**src/rtl/irq_arb_pkg.sv**
```systemverilog
// Package: shared sizes, software-select codes and the vector map of the
// interrupt arbiter. Assumes five top-level sources, the last one grouped.
package irq_arb_pkg;
    localparam int NUM_SRC  = 5;
    localparam int NUM_SUB  = 3;
    localparam int VEC_W    = 8;
    localparam int SEL_W    = 4;

    // software select codes
    localparam int SEL_MASTER    = 0;
    localparam int SEL_EN_BASE   = 1;
    localparam int SEL_FLAG_BASE = SEL_EN_BASE + NUM_SRC;
    localparam int SEL_SUB_BASE  = SEL_FLAG_BASE + NUM_SRC;

    // vector address of each source; the map has a gap after index 2
    function automatic logic [VEC_W-1:0] vec_of(input int idx);
        logic [VEC_W-1:0] v;
        v = VEC_W'((idx + 1) * 4);
        if (idx >= 3) v = VEC_W'((idx + 2) * 4);
        return v;
    endfunction
endpackage

```
**src/rtl/irq_flag_bank.sv**
```systemverilog
// Flag bank: holds the request flags, per-source enables and grouped
// sub-flags. Assumes event pulses are one clock wide, and that an event
// overrides any clear applied in the same clock.
module irq_flag_bank
    import irq_arb_pkg::*;
#(
    parameter int N_SRC = NUM_SRC,
    parameter int N_SUB = NUM_SUB,
    parameter int SW    = SEL_W
) (
    input  logic             clk,
    input  logic             rst_n,
    input  logic [N_SRC-2:0] evt_main,
    input  logic [N_SUB-1:0] evt_sub,
    input  logic [N_SRC-1:0] ack_clr,
    input  logic             sw_we,
    input  logic [SW-1:0]    sw_sel,
    input  logic             sw_val,
    output logic [N_SRC-1:0] flags,
    output logic [N_SRC-1:0] enables,
    output logic [N_SUB-1:0] sub_flags
);
    logic [N_SRC-1:0] evt_all;

    // grouped source raises its top flag when any member fires
    always_comb begin
        evt_all = {(|evt_sub), evt_main};
    end

    for (genvar i = 0; i < N_SRC; i++) begin : g_src
        localparam logic [SW-1:0] EN_CODE = SW'(SEL_EN_BASE + i);
        localparam logic [SW-1:0] FL_CODE = SW'(SEL_FLAG_BASE + i);

        // per-source enable bit, written by software only
        always_ff @(posedge clk) begin
            if (!rst_n)                               enables[i] <= 1'b0;
            else if (sw_we && sw_sel == EN_CODE)      enables[i] <= sw_val;
        end

        // request flag: ack clear, then software write, then event set
        always_ff @(posedge clk) begin
            if (!rst_n) begin
                flags[i] <= 1'b0;
            end else if (evt_all[i]) begin
                flags[i] <= 1'b1;
            end else if (sw_we && sw_sel == FL_CODE) begin
                flags[i] <= sw_val;
            end else if (ack_clr[i]) begin
                flags[i] <= 1'b0;
            end
        end
    end

    for (genvar j = 0; j < N_SUB; j++) begin : g_sub
        localparam logic [SW-1:0] SB_CODE = SW'(SEL_SUB_BASE + j);

        // grouped sub-flag: set by its event, cleared only by software
        always_ff @(posedge clk) begin
            if (!rst_n)                               sub_flags[j] <= 1'b0;
            else if (evt_sub[j])                      sub_flags[j] <= 1'b1;
            else if (sw_we && sw_sel == SB_CODE)      sub_flags[j] <= sw_val;
        end
    end
endmodule

```
**src/rtl/irq_prio_sel.sv**
```systemverilog
// Priority selector: one-hot grant of the lowest-index pending and enabled
// source, plus that source's vector. Purely combinational.
module irq_prio_sel
    import irq_arb_pkg::*;
#(
    parameter int N_SRC = NUM_SRC,
    parameter int VW    = VEC_W
) (
    input  logic [N_SRC-1:0] flags,
    input  logic [N_SRC-1:0] enables,
    output logic [N_SRC-1:0] grant,
    output logic             any_pend,
    output logic [VW-1:0]    win_vec
);
    logic [N_SRC-1:0] pend;

    // a request counts only when its enable is set
    always_comb begin
        pend     = flags & enables;
        any_pend = |pend;
    end

    for (genvar i = 0; i < N_SRC; i++) begin : g_grant
        if (i == 0) begin : g_top
            // the highest-priority source needs no mask
            always_comb grant[i] = pend[i];
        end else begin : g_rest
            // lower sources lose to any pending higher one
            always_comb grant[i] = pend[i] & ~(|pend[i-1:0]);
        end
    end

    // OR together the vectors of the (at most one) granted source
    always_comb begin
        win_vec = '0;
        for (int k = 0; k < N_SRC; k++) begin
            if (grant[k]) win_vec = win_vec | VW'(vec_of(k));
        end
    end
endmodule

```
**src/rtl/irq_entry_seq.sv**
```systemverilog
// Entry sequencer: owns the master enable, decides acknowledge on a
// strobe, and counts the entry latency in strobes before raising the
// one-clock take pulse. Assumes stack_full and sleeping are stable
// around the strobe.
module irq_entry_seq
    import irq_arb_pkg::*;
#(
    parameter int VW       = VEC_W,
    parameter int SW       = SEL_W,
    parameter int LAT_RUN  = 2,
    parameter int LAT_WAKE = 3
) (
    input  logic          clk,
    input  logic          rst_n,
    input  logic          phase_stb,
    input  logic          stack_full,
    input  logic          sleeping,
    input  logic          reti,
    input  logic          sw_we,
    input  logic [SW-1:0] sw_sel,
    input  logic          sw_val,
    input  logic          any_pend,
    input  logic [VW-1:0] win_vec,
    output logic          ack,
    output logic          master_en,
    output logic          busy,
    output logic          irq_take,
    output logic [VW-1:0] irq_vector
);
    localparam int CNT_W = $clog2(LAT_WAKE + 1);
    localparam logic [SW-1:0] ME_CODE = SW'(SEL_MASTER);

    logic [CNT_W-1:0] lat_cnt;

    // acknowledge only on a strobe with nothing blocking
    always_comb begin
        ack = phase_stb && master_en && !stack_full && !busy && any_pend;
    end

    // master enable: ack clears, return sets, software writes last
    always_ff @(posedge clk) begin
        if (!rst_n)                              master_en <= 1'b0;
        else if (ack)                            master_en <= 1'b0;
        else if (reti)                           master_en <= 1'b1;
        else if (sw_we && sw_sel == ME_CODE)     master_en <= sw_val;
    end

    // latency counter and take pulse, counted in strobes
    always_ff @(posedge clk) begin
        if (!rst_n) begin
            busy     <= 1'b0;
            lat_cnt  <= '0;
            irq_take <= 1'b0;
        end else begin
            irq_take <= 1'b0;
            if (ack) begin
                busy    <= 1'b1;
                lat_cnt <= sleeping ? CNT_W'(LAT_WAKE) : CNT_W'(LAT_RUN);
            end else if (busy && phase_stb) begin
                if (lat_cnt == CNT_W'(1)) begin
                    busy     <= 1'b0;
                    irq_take <= 1'b1;
                end
                lat_cnt <= lat_cnt - CNT_W'(1);
            end
        end
    end

    // vector captured at acknowledge and held for the take pulse
    always_ff @(posedge clk) begin
        if (!rst_n)   irq_vector <= '0;
        else if (ack) irq_vector <= win_vec;
    end
endmodule

```
**src/rtl/irq_arb_top.sv**
```systemverilog
// Top of the interrupt arbiter: wires the flag bank, priority selector
// and entry sequencer together. Assumes all inputs are synchronous to clk.
module irq_arb_top
    import irq_arb_pkg::*;
#(
    parameter int LAT_RUN  = 2,
    parameter int LAT_WAKE = 3
) (
    input  logic               clk,
    input  logic               rst_n,
    input  logic               ext_edge,
    input  logic               tmr0_ovf,
    input  logic               tmr1_ovf,
    input  logic               tbase_tick,
    input  logic               cmp_evt,
    input  logic               amp0_fall,
    input  logic               amp1_fall,
    input  logic               phase_stb,
    input  logic               stack_full,
    input  logic               sleeping,
    input  logic               reti,
    input  logic               sw_we,
    input  logic [SEL_W-1:0]   sw_sel,
    input  logic               sw_val,
    output logic               irq_take,
    output logic [VEC_W-1:0]   irq_vector,
    output logic               master_en,
    output logic [NUM_SRC-1:0] flags,
    output logic [NUM_SRC-1:0] enables,
    output logic [NUM_SUB-1:0] mf_sub,
    output logic               wake
);
    logic [NUM_SRC-2:0] evt_main;
    logic [NUM_SUB-1:0] evt_sub;
    logic [NUM_SRC-1:0] grant;
    logic [NUM_SRC-1:0] ack_clr;
    logic               any_pend;
    logic [VEC_W-1:0]   win_vec;
    logic               ack;
    logic               entry_busy;

    // gather event pulses into vectors in priority order
    always_comb begin
        evt_main = {tbase_tick, tmr1_ovf, tmr0_ovf, ext_edge};
        evt_sub  = {amp1_fall, amp0_fall, cmp_evt};
    end

    // the winning flag is cleared only when it is acknowledged
    always_comb begin
        ack_clr = ack ? grant : '0;
        wake    = any_pend;
    end

    irq_flag_bank #(
        .N_SRC (NUM_SRC),
        .N_SUB (NUM_SUB),
        .SW    (SEL_W)
    ) u_bank (
        .clk       (clk),
        .rst_n     (rst_n),
        .evt_main  (evt_main),
        .evt_sub   (evt_sub),
        .ack_clr   (ack_clr),
        .sw_we     (sw_we),
        .sw_sel    (sw_sel),
        .sw_val    (sw_val),
        .flags     (flags),
        .enables   (enables),
        .sub_flags (mf_sub)
    );

    irq_prio_sel #(
        .N_SRC (NUM_SRC),
        .VW    (VEC_W)
    ) u_prio (
        .flags    (flags),
        .enables  (enables),
        .grant    (grant),
        .any_pend (any_pend),
        .win_vec  (win_vec)
    );

    irq_entry_seq #(
        .VW       (VEC_W),
        .SW       (SEL_W),
        .LAT_RUN  (LAT_RUN),
        .LAT_WAKE (LAT_WAKE)
    ) u_seq (
        .clk        (clk),
        .rst_n      (rst_n),
        .phase_stb  (phase_stb),
        .stack_full (stack_full),
        .sleeping   (sleeping),
        .reti       (reti),
        .sw_we      (sw_we),
        .sw_sel     (sw_sel),
        .sw_val     (sw_val),
        .any_pend   (any_pend),
        .win_vec    (win_vec),
        .ack        (ack),
        .master_en  (master_en),
        .busy       (entry_busy),
        .irq_take   (irq_take),
        .irq_vector (irq_vector)
    );
endmodule

```
**config.mk**
```make
export PLATFORM = sky130hd
export DESIGN_NAME = irq_arb_top
export DESIGN_NICKNAME = d
export VERILOG_FILES = /design/src/rtl/irq_arb_pkg.sv /design/src/rtl/irq_flag_bank.sv /design/src/rtl/irq_prio_sel.sv /design/src/rtl/irq_entry_seq.sv /design/src/rtl/irq_arb_top.sv
export SDC_FILE = /design/constraint.sdc
export NUM_CORES = 1
export LEC_CHECK = 0
export ABC_AREA = 1
export BUFFER_PORTS_ARGS = -buffer_cell sky130_fd_sc_hd__buf_4
export CAP_MARGIN = 30
export CORE_MARGIN = 5
export CORE_UTILIZATION = 52
export DETAILED_ROUTE_END_ITERATION = 7
export PLACE_DENSITY = 0.85
export SYNTH_ARGS = -nofsm -noshare
export SYNTH_HDL_FRONTEND = slang
export SYNTH_SLANG_ARGS = --single-unit
```
**constraint.sdc**
```tcl
create_clock -name clk -period 2.75 [get_ports clk]
set_input_delay 0.1375 -clock clk [delete_from_list [all_inputs] [get_ports clk]]
set_output_delay 0.1375 -clock clk [all_outputs]
set_load 0.1 [all_outputs]
```
== Word-level counts from Yosys, hierarchy flattened ==
Index checks and enable logic that the tools add are counted.

* Bits in registers: 26
* Input port bits: 19
* Logic and storage cells: 125

* Add/subtract/negate cells: 1
* Equality and inequality tests: 14
* Muxes and demuxes: 38
* Bitwise operators: 13
* Reduce and logical (&&, ||, !) cells: 41

{| class="wikitable"
|+ Operators by type and width
! kind !! number
|-
| 2-to-1 mux 8 bit || 4
|-
| 2-to-1 mux 1 bit || 28
|-
| == test 4 bit (second input constant) || 6
|-
| logical AND 1 bit || 19
|-
| == test 4 x 3 -> 1 bit (second input constant) || 4
|-
| bitwise OR 8 bit || 2
|-
| nonzero test 3 bit || 5
|-
| nonzero test 2 bit || 6
|-
| OR reduction 3 bit || 3
|-
| == test 4 x 2 -> 1 bit (second input constant) || 2
|-
| 2-to-1 mux 4 bit || 2
|-
| inverter 1 bit || 6
|-
| AND 5 bit || 1
|-
| 2-to-1 mux 5 bit || 1
|-
| OR reduction 5 bit || 1
|-
| AND 1 bit || 4
|-
| == test 4 x 1 -> 1 bit (second input constant) || 1
|-
| logical NOT 4 bit || 1
|-
| 2-to-1 mux 2 bit || 2
|-
| OR reduction 2 bit || 2
|-
| OR reduction 4 bit || 1
|-
| 2-to-1 mux 3 bit || 1
|-
| == test 2 x 1 -> 1 bit (second input constant) || 1
|-
| logical NOT 1 bit || 2
|-
| other kinds (2) || 2
|}

== Longest topological paths before layout ==
Gate-level depths: netlist (run 1).

* Depth in word-level cells: 9
* Mapped depth: 8
* Mapped depth without buffers: 8

== Cells and area by module ==
From an unflattened synthesis (run 1), not the netlist that was laid out.

* Cells, all modules: 222
* Area total of the unflattened synthesis: 1430.1 sq um

{| class="wikitable"
|+ By module, submodules not included
! module !! times used !! cells an instance !! area each (sq um)
|-
| irq_flag_bank || 1 || 110 || 699.4
|-
| irq_entry_seq || 1 || 71 || 528.0
|-
| irq_prio_sel || 1 || 31 || 165.2
|-
| irq_arb_top || 1 || 10 || 37.5
|}

== Least setup slack after synthesis (run 1) ==
No wires, ideal clock.

* Path kind: reg-to-reg
* From: register u_bank.enables[2]
* To: register u_seq.lat_cnt[0]
* Library setup time: 0.117 ns
* Arrival time: 1.945 ns
* Data required time: 2.633 ns
* Setup slack: 0.688 ns
* Cell stages (with the launch flop): 8
* Buffers on the path: 0
* Cells stage by stage: dfxtp_1 -> nand2_1 -> nand2_1 -> nor2_4 -> nand2_4 -> nand2_4 -> o21ai_0 -> nor2_1

* Cells in the longest elaborated chain, start to end: 4
* Elaborated cells on any way between the ends: 5
* Those cells by class: mux: 1; bitwise: 1; reduce/logical: 3

{| class="wikitable"
|+ RTL lines
! item !! RTL line !! source
|-
| start: declaration || irq_flag_bank.sv:20 || <nowiki>output logic [N_SRC-1:0] enables,</nowiki>
|-
| start signal: indexed assignment || irq_flag_bank.sv:37 || <nowiki>else if (sw_we && sw_sel == EN_CODE) enables[i] <= sw_val;</nowiki>
|-
| AND 5 bit (*) || irq_prio_sel.sv:19 || <nowiki>pend = flags & enables;</nowiki>
|-
| OR reduction 5 bit (*) || irq_prio_sel.sv:20 || <nowiki>any_pend = |pend;</nowiki>
|-
| net wake || irq_arb_top.sv:31 || <nowiki>output logic wake</nowiki>
|-
| logical AND 1 bit (*) || irq_entry_seq.sv:37 || <nowiki>ack = phase_stb && master_en && !stack_full && !busy && any_pend;</nowiki>
|-
| 2-to-1 mux 2 bit or nonzero test 2 bit (tied branches) || - ||
|-
| end signal: assignment || irq_entry_seq.sv:58 || <nowiki>lat_cnt <= sleeping ? CNT_W'(LAT_WAKE) : CNT_W'(LAT_RUN);</nowiki>
|-
| end signal: assignment || irq_entry_seq.sv:64 || <nowiki>lat_cnt <= lat_cnt - CNT_W'(1);</nowiki>
|-
| end: declaration || irq_entry_seq.sv:33 || <nowiki>logic [CNT_W-1:0] lat_cnt;</nowiki>
|}

The timed path passes the listed nets; every way through them passes the cells marked *.
A chain may end at the register's enable or synchronous reset.

== Final worst setup path (run 1) ==
* From: register u_bank.flags[2]
* To: output port wake

* Cells in the longest elaborated chain, start to end: 2

{| class="wikitable"
|+ RTL lines
! item !! RTL line !! source
|-
| start: declaration || irq_flag_bank.sv:19 || <nowiki>output logic [N_SRC-1:0] flags,</nowiki>
|-
| start signal: indexed assignment || irq_flag_bank.sv:47 || <nowiki>flags[i] <= sw_val;</nowiki>
|-
| AND 5 bit || irq_prio_sel.sv:19 ||
|-
| OR reduction 5 bit || irq_prio_sel.sv:20 ||
|-
| end: declaration || irq_arb_top.sv:31 ||
|}

Every way passes these cells.

==> results by group, run 1 <==
Worst setup path
  – Setup Crit Path Kind: reg2out
  – Critical Path RT: about 2.6 ns
  – CP max FO: 7
  – Worst Setup End Kind: output port
  – Critical path arrival: 1.40 ns
  – Worst Setup Start Kind: flop

Logic synthesis
  – Avg Synthesized Cell Area: 6.61 µm²
  – Mapped Area: 1160 µm²
  – Main area contributors after synthesis: dfxtp_1, nand2_1, a21oi_1, inv_1, nor2_1
  – Mapped Cells: 175
  – Synth unique cells: 22
  – Yosys top cell area share: 36.4%
  – Seq/Total Area, Yosys: 36.4%
  – YS warnings: 0
  – Synth area leader: dfxtp_1
  – Yosys reg bits: 21

Floorplan
  – Initial core utilization: 53.3%
  – # IOs: 43
  – Die area: 3270 µm²
  – Std cell rows: 17
  – Core footprint: between 2000 and 2500 µm²
  – Die X: between 50 and 60 µm
  – Die Span Y: 57.2 µm

GRT
  – Initial antenna violation count: 0
  – Total grt overflow: 0
  – First-pass GRT wire length: 4.69 mm
  – Total GRT Usage: between 10% and 20%
  – Vias in the first global route: ~1.1k
  – Largest net degree at the start of global routing: 13

Clocking
  – Post-CTS resize count: 0
  – Post-CTS Setup Inserts: 0
  – Clock-pin slew on the worst setup and hold paths: 0.11 ns
  – TritonCTS buffer count: 3
  – Clk Latency, worst-skew pair: roughly 0.30 ns
  – Longest Clk Path Bufs: 2
  – # clock sinks: 21
  – Root Driver: clkbuf_4
  – Hold_buf cts: 0
  – CTS tree: done
  – Clock H-tree levels: 1

Timing
  – Setup Viol. Count Final: 0
  – Final hold violations: 0
  – Clock skew: 0.00240 ns
  – Max-slew violation count: 0
  – Final TNS setup: 0 ns
  – Final period utilization: approximately 56%
  – RSZ-0062 raised after global routing: false
  – Fmax: 0.652 GHz
  – Minimum clock period: 1.53 ns

Pwr
  – Internal power: 0.419 mW
  – Lkg Pwr: 0.753 nW
  – Part of the power in registers: 47.5%
  – Net Switching: 0.263 mW
  – Sw Share: 38.5%
  – Combinational power share: 30.5%
  – Worst vdd ir: 0.279 mV
  – Post-layout power: 0.681 mW
  – Clock power frac: 22.0%
  – Power density over the cells: between 400 and 500 nW/µm²

Route
  – DRC viols: 0
  – DR vias: around 1.2k
  – DRT iter0 DRCs: 54
  – Post-Route M1 WL: 1.14 mm
  – Met2 wire len: 1.41 mm
  – Post-DR wirelength/cell: roughly 12 µm
  – DRT antenna net count: 0
  – Uppermost layer routed: met4
  – Vias/cell: 5.10
  – Pre-antenna DRT Iters: 4
  – Drt total wl: between 2 and 3 mm
  – Met3 wire length: 262 µm

Cells and area
  – ANT cells: 0
  – Count of fill cells added during filler insertion: 203
  – Most frequent cells in the layout: nand2_1, buf_4, inv_1
  – Commonest non-fill, non-tap cell in the layout: nand2_1
  – Design Area, Final: 1460 µm²
  – Syn-to-layout area delta: 26.2%
  – Fraction of layout instances using a drive strength above 1: between 20% and 30%
  – Nets: around 230

Placed design
  – DP HPWL: 2.32 mm
  – DP Area: 1430 µm²
  – I/O Buffers: 37
  – Placer Congestion: 0.852

Status
  – Status: finished clean

Min path
  – Hold Crit Class: in2reg

Flow run
  – Max Cap Viol: 0
[worst paths after layout]
path              cells after the start                               end  slack [ns]                        startpoint
hold / removal                        3      u_seq.master_en$_SDFFE_PP0P_        0.08                              reti
hold reg to reg                       2  u_seq.irq_vector[4]$_SDFFE_PN0P_        0.49  u_seq.irq_vector[4]$_SDFFE_PN0P_
setup / recovery                      5                              wake        1.22      u_bank.flags[2]$_SDFFE_PN0P_
setup reg to reg                      7     u_seq.lat_cnt[0]$_SDFFE_PN0P_        1.57      u_bank.flags[2]$_SDFFE_PN0P_
[per-layer routing]
layer | global-route usage (%) | up-vias
met5 | 0 | -
met4 | 5.30 | 0
met3 | 2.94 | 4
met2 | 30.7 | 55
met1 | 22.2 | 546
li1 | - | 618
[stage by stage]
| step | setup slack, ns | instances | hold WS [ns] | util (%) |
|---|---|---|---|---|
| 6_report | 1.22 | 240 | 0.0760 | 67.2 |
| 4_1_cts | 1.23 | 240 | 0.0794 | 67.2 |
| 5_1_grt | 1.14 | 240 | 0.0949 | 67.2 |
| 2_1_floorplan | 0.688 | 179 | 0.276 | - |
| 3_3_place_gp | 1.61 | 236 | 0.384 | 66.0 |
| 3_5_place_dp | 1.58 | 236 | 0.397 | 66.0 |
[critical path: stages, from the launching register on]
cell	delay [ns]
dfxtp_1	0.38
nand2_1	0.10
nand2_1	0.15
nor2_4	0.06
nand2_4	0.10
buf_4	0.30
[power by group through the flow]
stage	Sequential (mW)	Combinational [mW]	Clock, mW
floorplan	0.407	0.0837	0
global placement	0.330	0.204	0
detailed placement	0.330	0.208	0
CTS	0.323	0.208	0.150
global route	0.325	0.220	0.164
finish	0.324	0.208	0.150
[state kept, by name, summed over array words and instances, names as in the netlist]
name              cells
u_bank.flags          5
u_bank.enables        5
u_seq.busy            1
u_seq.irq_take        1
u_bank.sub_flags      3
u_seq.irq_vector      3
u_seq.lat_cnt         2
u_seq.master_en       1
[kinds of logic after synthesis]
group | after synthesis | share of synthesized area (%)
AO/OA/AOI/OAI | 35 | 15.4
AND/OR/NAND/NOR | 83 | 33.6
XOR/XNOR | 1 | 0.758
flip-flops | 21 | 36.4
adder cells (fa/ha/maj) | 1 | 1.08
buffers and inverters | 33 | 12.6
other | 1 | 0.324
[cells in the mapped netlist, drive strengths merged]
master and n:
a21oi 23, nor2 23, ha 1, o21ai 11, nor3 3, conb 1
nand2 41, a21boi 1, inv 25, xor2 1, nor3b 1, nand3 15
buf 7, dfxtp 21, clkbuf 1
[area by class of cell]
class                           instances  area (µm²)  share of cell area [%]
Tap cell                               28        35.0                    2.40
Sequential cell                        21         420                    28.8
Clock buffer                            4        26.3                    1.80
Inverter                               25        93.8                    6.43
Timing Repair Buffer                   37         278                    19.0
Multi-Input combinational cell        125         606                    41.5
No activity file was read; power rests on OpenSTA's default activity.
==> run 2: changes to the inputs <==
--- a/config.mk
+++ b/config.mk
@@ -9,9 +9,9 @@
 export BUFFER_PORTS_ARGS = -buffer_cell sky130_fd_sc_hd__buf_4
 export CAP_MARGIN = 30
 export CORE_MARGIN = 5
-export CORE_UTILIZATION = 52
+export CORE_UTILIZATION = 43
 export DETAILED_ROUTE_END_ITERATION = 7
-export PLACE_DENSITY = 0.85
+export PLACE_DENSITY = 0.75
 export SYNTH_ARGS = -nofsm -noshare
 export SYNTH_HDL_FRONTEND = slang
 export SYNTH_SLANG_ARGS = --single-unit
==> constraint.sdc (replaced) <==
create_clock -name clk -period 1.3 [get_ports clk]
set_input_delay 0.065 -clock clk [delete_from_list [all_inputs] [get_ports clk]]
set_output_delay 0.065 -clock clk [all_outputs]
set_load 0.1 [all_outputs]
==> run 2 against run 1 <==
Clock power increased by 110%. Non-clock buffer count increased by 11. Cell count increased by 5.4%. Die area increased by 17%. First-iteration DRC count decreased by 5.6%. Flip-flop and latch count unchanged. Combinational power increased by 130%. Utilization increased by 0.61 points. Via count increased by 5.7%.
==> results by group, run 2 (same netlist as run 1, synthesis figures left out) <==
Floorplan
  – Initial core utilization: 45.8% (-7.5 points)
  – Die X: 61.9 µm (+8.2%)
  – # IOs: 43 (unchanged)
  – Die area: 3830 µm² (+17%)
  – Core footprint: 2520 µm² (+16%)
  – Die Span Y: 61.9 µm (+8.2%)
  – Std cell rows: 18 (+1)

Worst setup path
  – FF-to-FF path depth: 8 (+1)
  – Critical path arrival: 1.23 ns (-0.17 ns)
  – Reg2reg end: u_seq.irq_vector[2]$_SDFFE_PN0P_
  – Critical R2R Launch: u_bank.flags[3]$_SDFFE_PN0P_
  – Setup Crit Path Kind: reg2out
  – Critical Path RT: 1.24 ns (-1.37 ns)
  – Slack of the worst reg-to-reg path: 0.05 ns (-1.52 ns)
  – Worst Setup End Kind: output port
  – CP max FO: 4 (-3)
  – Worst Setup Start Kind: flop

Pwr
  – Post-layout power: 1.48 mW (+120%)
  – Worst vdd ir: 0.700 mV (+150%)
  – Lkg Pwr: 0.852 nW (+13%)
  – Power density over the cells: 867 nW/µm² (+86%)

Placed design
  – DP HPWL: 2.46 mm (+6.0%)
  – Place WS: 0.105 ns (-1.47 ns)
  – Inst Count DP: 239 (+1.3%)
  – DP Area: 1520 µm² (+6.0%)
  – I/O Buffers: 37 (unchanged)
  – Placer Congestion: 0.833 (-2.2%)

Flow run
  – Max Cap Viol: 0 (unchanged)

Timing
  – Final period utilization: between 90% and 100%
  – Max-slew violation count: 0 (unchanged)
  – Final hold violations: 0 (unchanged)
  – Minimum clock period: 1.29 ns
  – Fin Hold WS: 0.0179 ns (-0.0581 ns)
  – Setup Viol. Count Final: 0 (unchanged)
  – RSZ-0062 raised after global routing: true
  – Clock skew: 0.00286 ns (+0.000462 ns)
  – PnR worst setup slack: 0.00754 ns (-1.21 ns)
  – Fmax: between 0.7 and 0.8 GHz

Cells and area
  – Fraction of layout instances using a drive strength above 1: 38.1% (+15 points)
  – Most frequent cells in the layout: buf_4, nand2_1, inv_1
  – Leading registers by flop count: u_bank.enables (5), u_bank.flags (5)
  – Syn-to-layout area delta: 48.1%
  – Design Area, Final: 1710 µm² (+17%)
  – Nets: 244 (+4.7%)
  – Final std cells w/o fill: 253 (+5.4%)
  – Commonest non-fill, non-tap cell in the layout: buf_4
  – ANT cells: 0 (unchanged)

Clocking
  – Root Driver: clkbuf_4
  – # clock sinks: 21 (unchanged)
  – TritonCTS buffer count: 3 (unchanged)
  – Clock H-tree levels: 1 (unchanged)
  – Longest Clk Path Bufs: 2 (unchanged)
  – CTS tree: done
  – Clock-pin slew on the worst setup and hold paths: 0.12 ns (about the same)
  – Clk Latency, worst-skew pair: 0.30 ns (about the same)

GRT
  – Largest net degree at the start of global routing: 13 (unchanged)
  – Total GRT Usage: 18.8% (+1.2 points)
  – Initial antenna violation count: 0 (unchanged)
  – First-pass GRT wire length: 5.35 mm (+14%)
  – Vias in the first global route: 1230 (+9.3%)
  – Total grt overflow: 0 (unchanged)

Min path
  – Hold Path Stages: 3 (unchanged)
  – Hold EP: u_seq.master_en$_SDFFE_PP0P_
  – Min-Delay Startpoint: reti
  – Hold Crit Class: in2reg

Status
  – Status: finished clean

Route
  – DRC viols: 0 (unchanged)
  – DRT antenna net count: 0 (unchanged)
  – DRT iter0 DRCs: 51 (-5.6%)
  – Drt total wl: 3.36 mm (+18%)
  – Pre-antenna DRT Iters: 5 (+1)
  – Post-DR wirelength/cell: 13.3 µm (+12%)
  – DR vias: 1293 (+5.7%)
  – Vias/cell: 5.11 (+0.29%)
-- run 2: report_power, final --
| part | switching [mW] | total (mW) | internal, mW | leakage (nW) |
|---|---|---|---|---|
| clock | 0.197 | 0.317 | 0.120 | 0.0150 |
| combinational | 0.360 | 0.487 | 0.127 | 0.657 |
| sequential | 0.0231 | 0.680 | 0.657 | 0.180 |
-- run 2: worst max-delay path by stage --
stage	start	endpoint	cells after the start
floorplan	u_bank.flags[2]$_SDFFE_PN0P_	u_seq.irq_vector[3]$_SDFFE_PN0P_	8
detailed placement	u_seq.master_en$_SDFFE_PP0P_	u_seq.irq_vector[3]$_SDFFE_PN0P_	5
global route	u_bank.enables[2]$_SDFFE_PN0P_	wake	5
finish	u_bank.flags[3]$_SDFFE_PN0P_	wake	5
CTS	u_bank.flags[1]$_SDFFE_PN0P_	wake	5
global placement	u_seq.master_en$_SDFFE_PP0P_	u_bank.flags[4]$_SDFFE_PN0P_	5
-- run 2: what timing repair did --
| item | CTS | global route |
|---|---|---|
| gates cloned | 0 | 0 |
| endpoints found under the hold margin | 1 | 1 |
| setup buffers | 6 | 2 |
| pin swaps | 2 | 7 |
| setup endpoints to repair | 1 | 9 |
| hold buffers | 1 | 1 |
| resized for setup | 5 | 13 |
-- run 2: per-layer routing --
metal	wire length [µm]	track usage, %	vias up
li1	-	-	652
met1	1360	23.1	577
met3	255	4.13	6
met2	1700	32.6	58
met5	0	0	-
met4	44	6.36	0
-- run 2: critical path, cell delays in order, from the launching register on --
cell and delay (ns):
dfxtp_4 0.38, nand2_4 0.08, nand2_4 0.05, nor2_4 0.16
nand2_8 0.07, buf_12 0.17
-- run 2: final cells by class --
type | instances | area, µm²
Fill cell | 213 | 811
Sequential cell | 21 | 465
Timing Repair Buffer | 48 | 390
Inverter | 25 | 93.8
Clock buffer | 4 | 26.3
Multi-Input combinational cell | 125 | 698
Tap cell | 30 | 37.5
-- run 2: metrics by stage --
stage | utilization, % | setup TNS [ns]
floorplan | - | -0.304
global placement | 60.2 | 0
detailed placement | 60.2 | 0
CTS | 64.3 | 0
global route | 67.9 | -0.0523
finish | 67.9 | 0
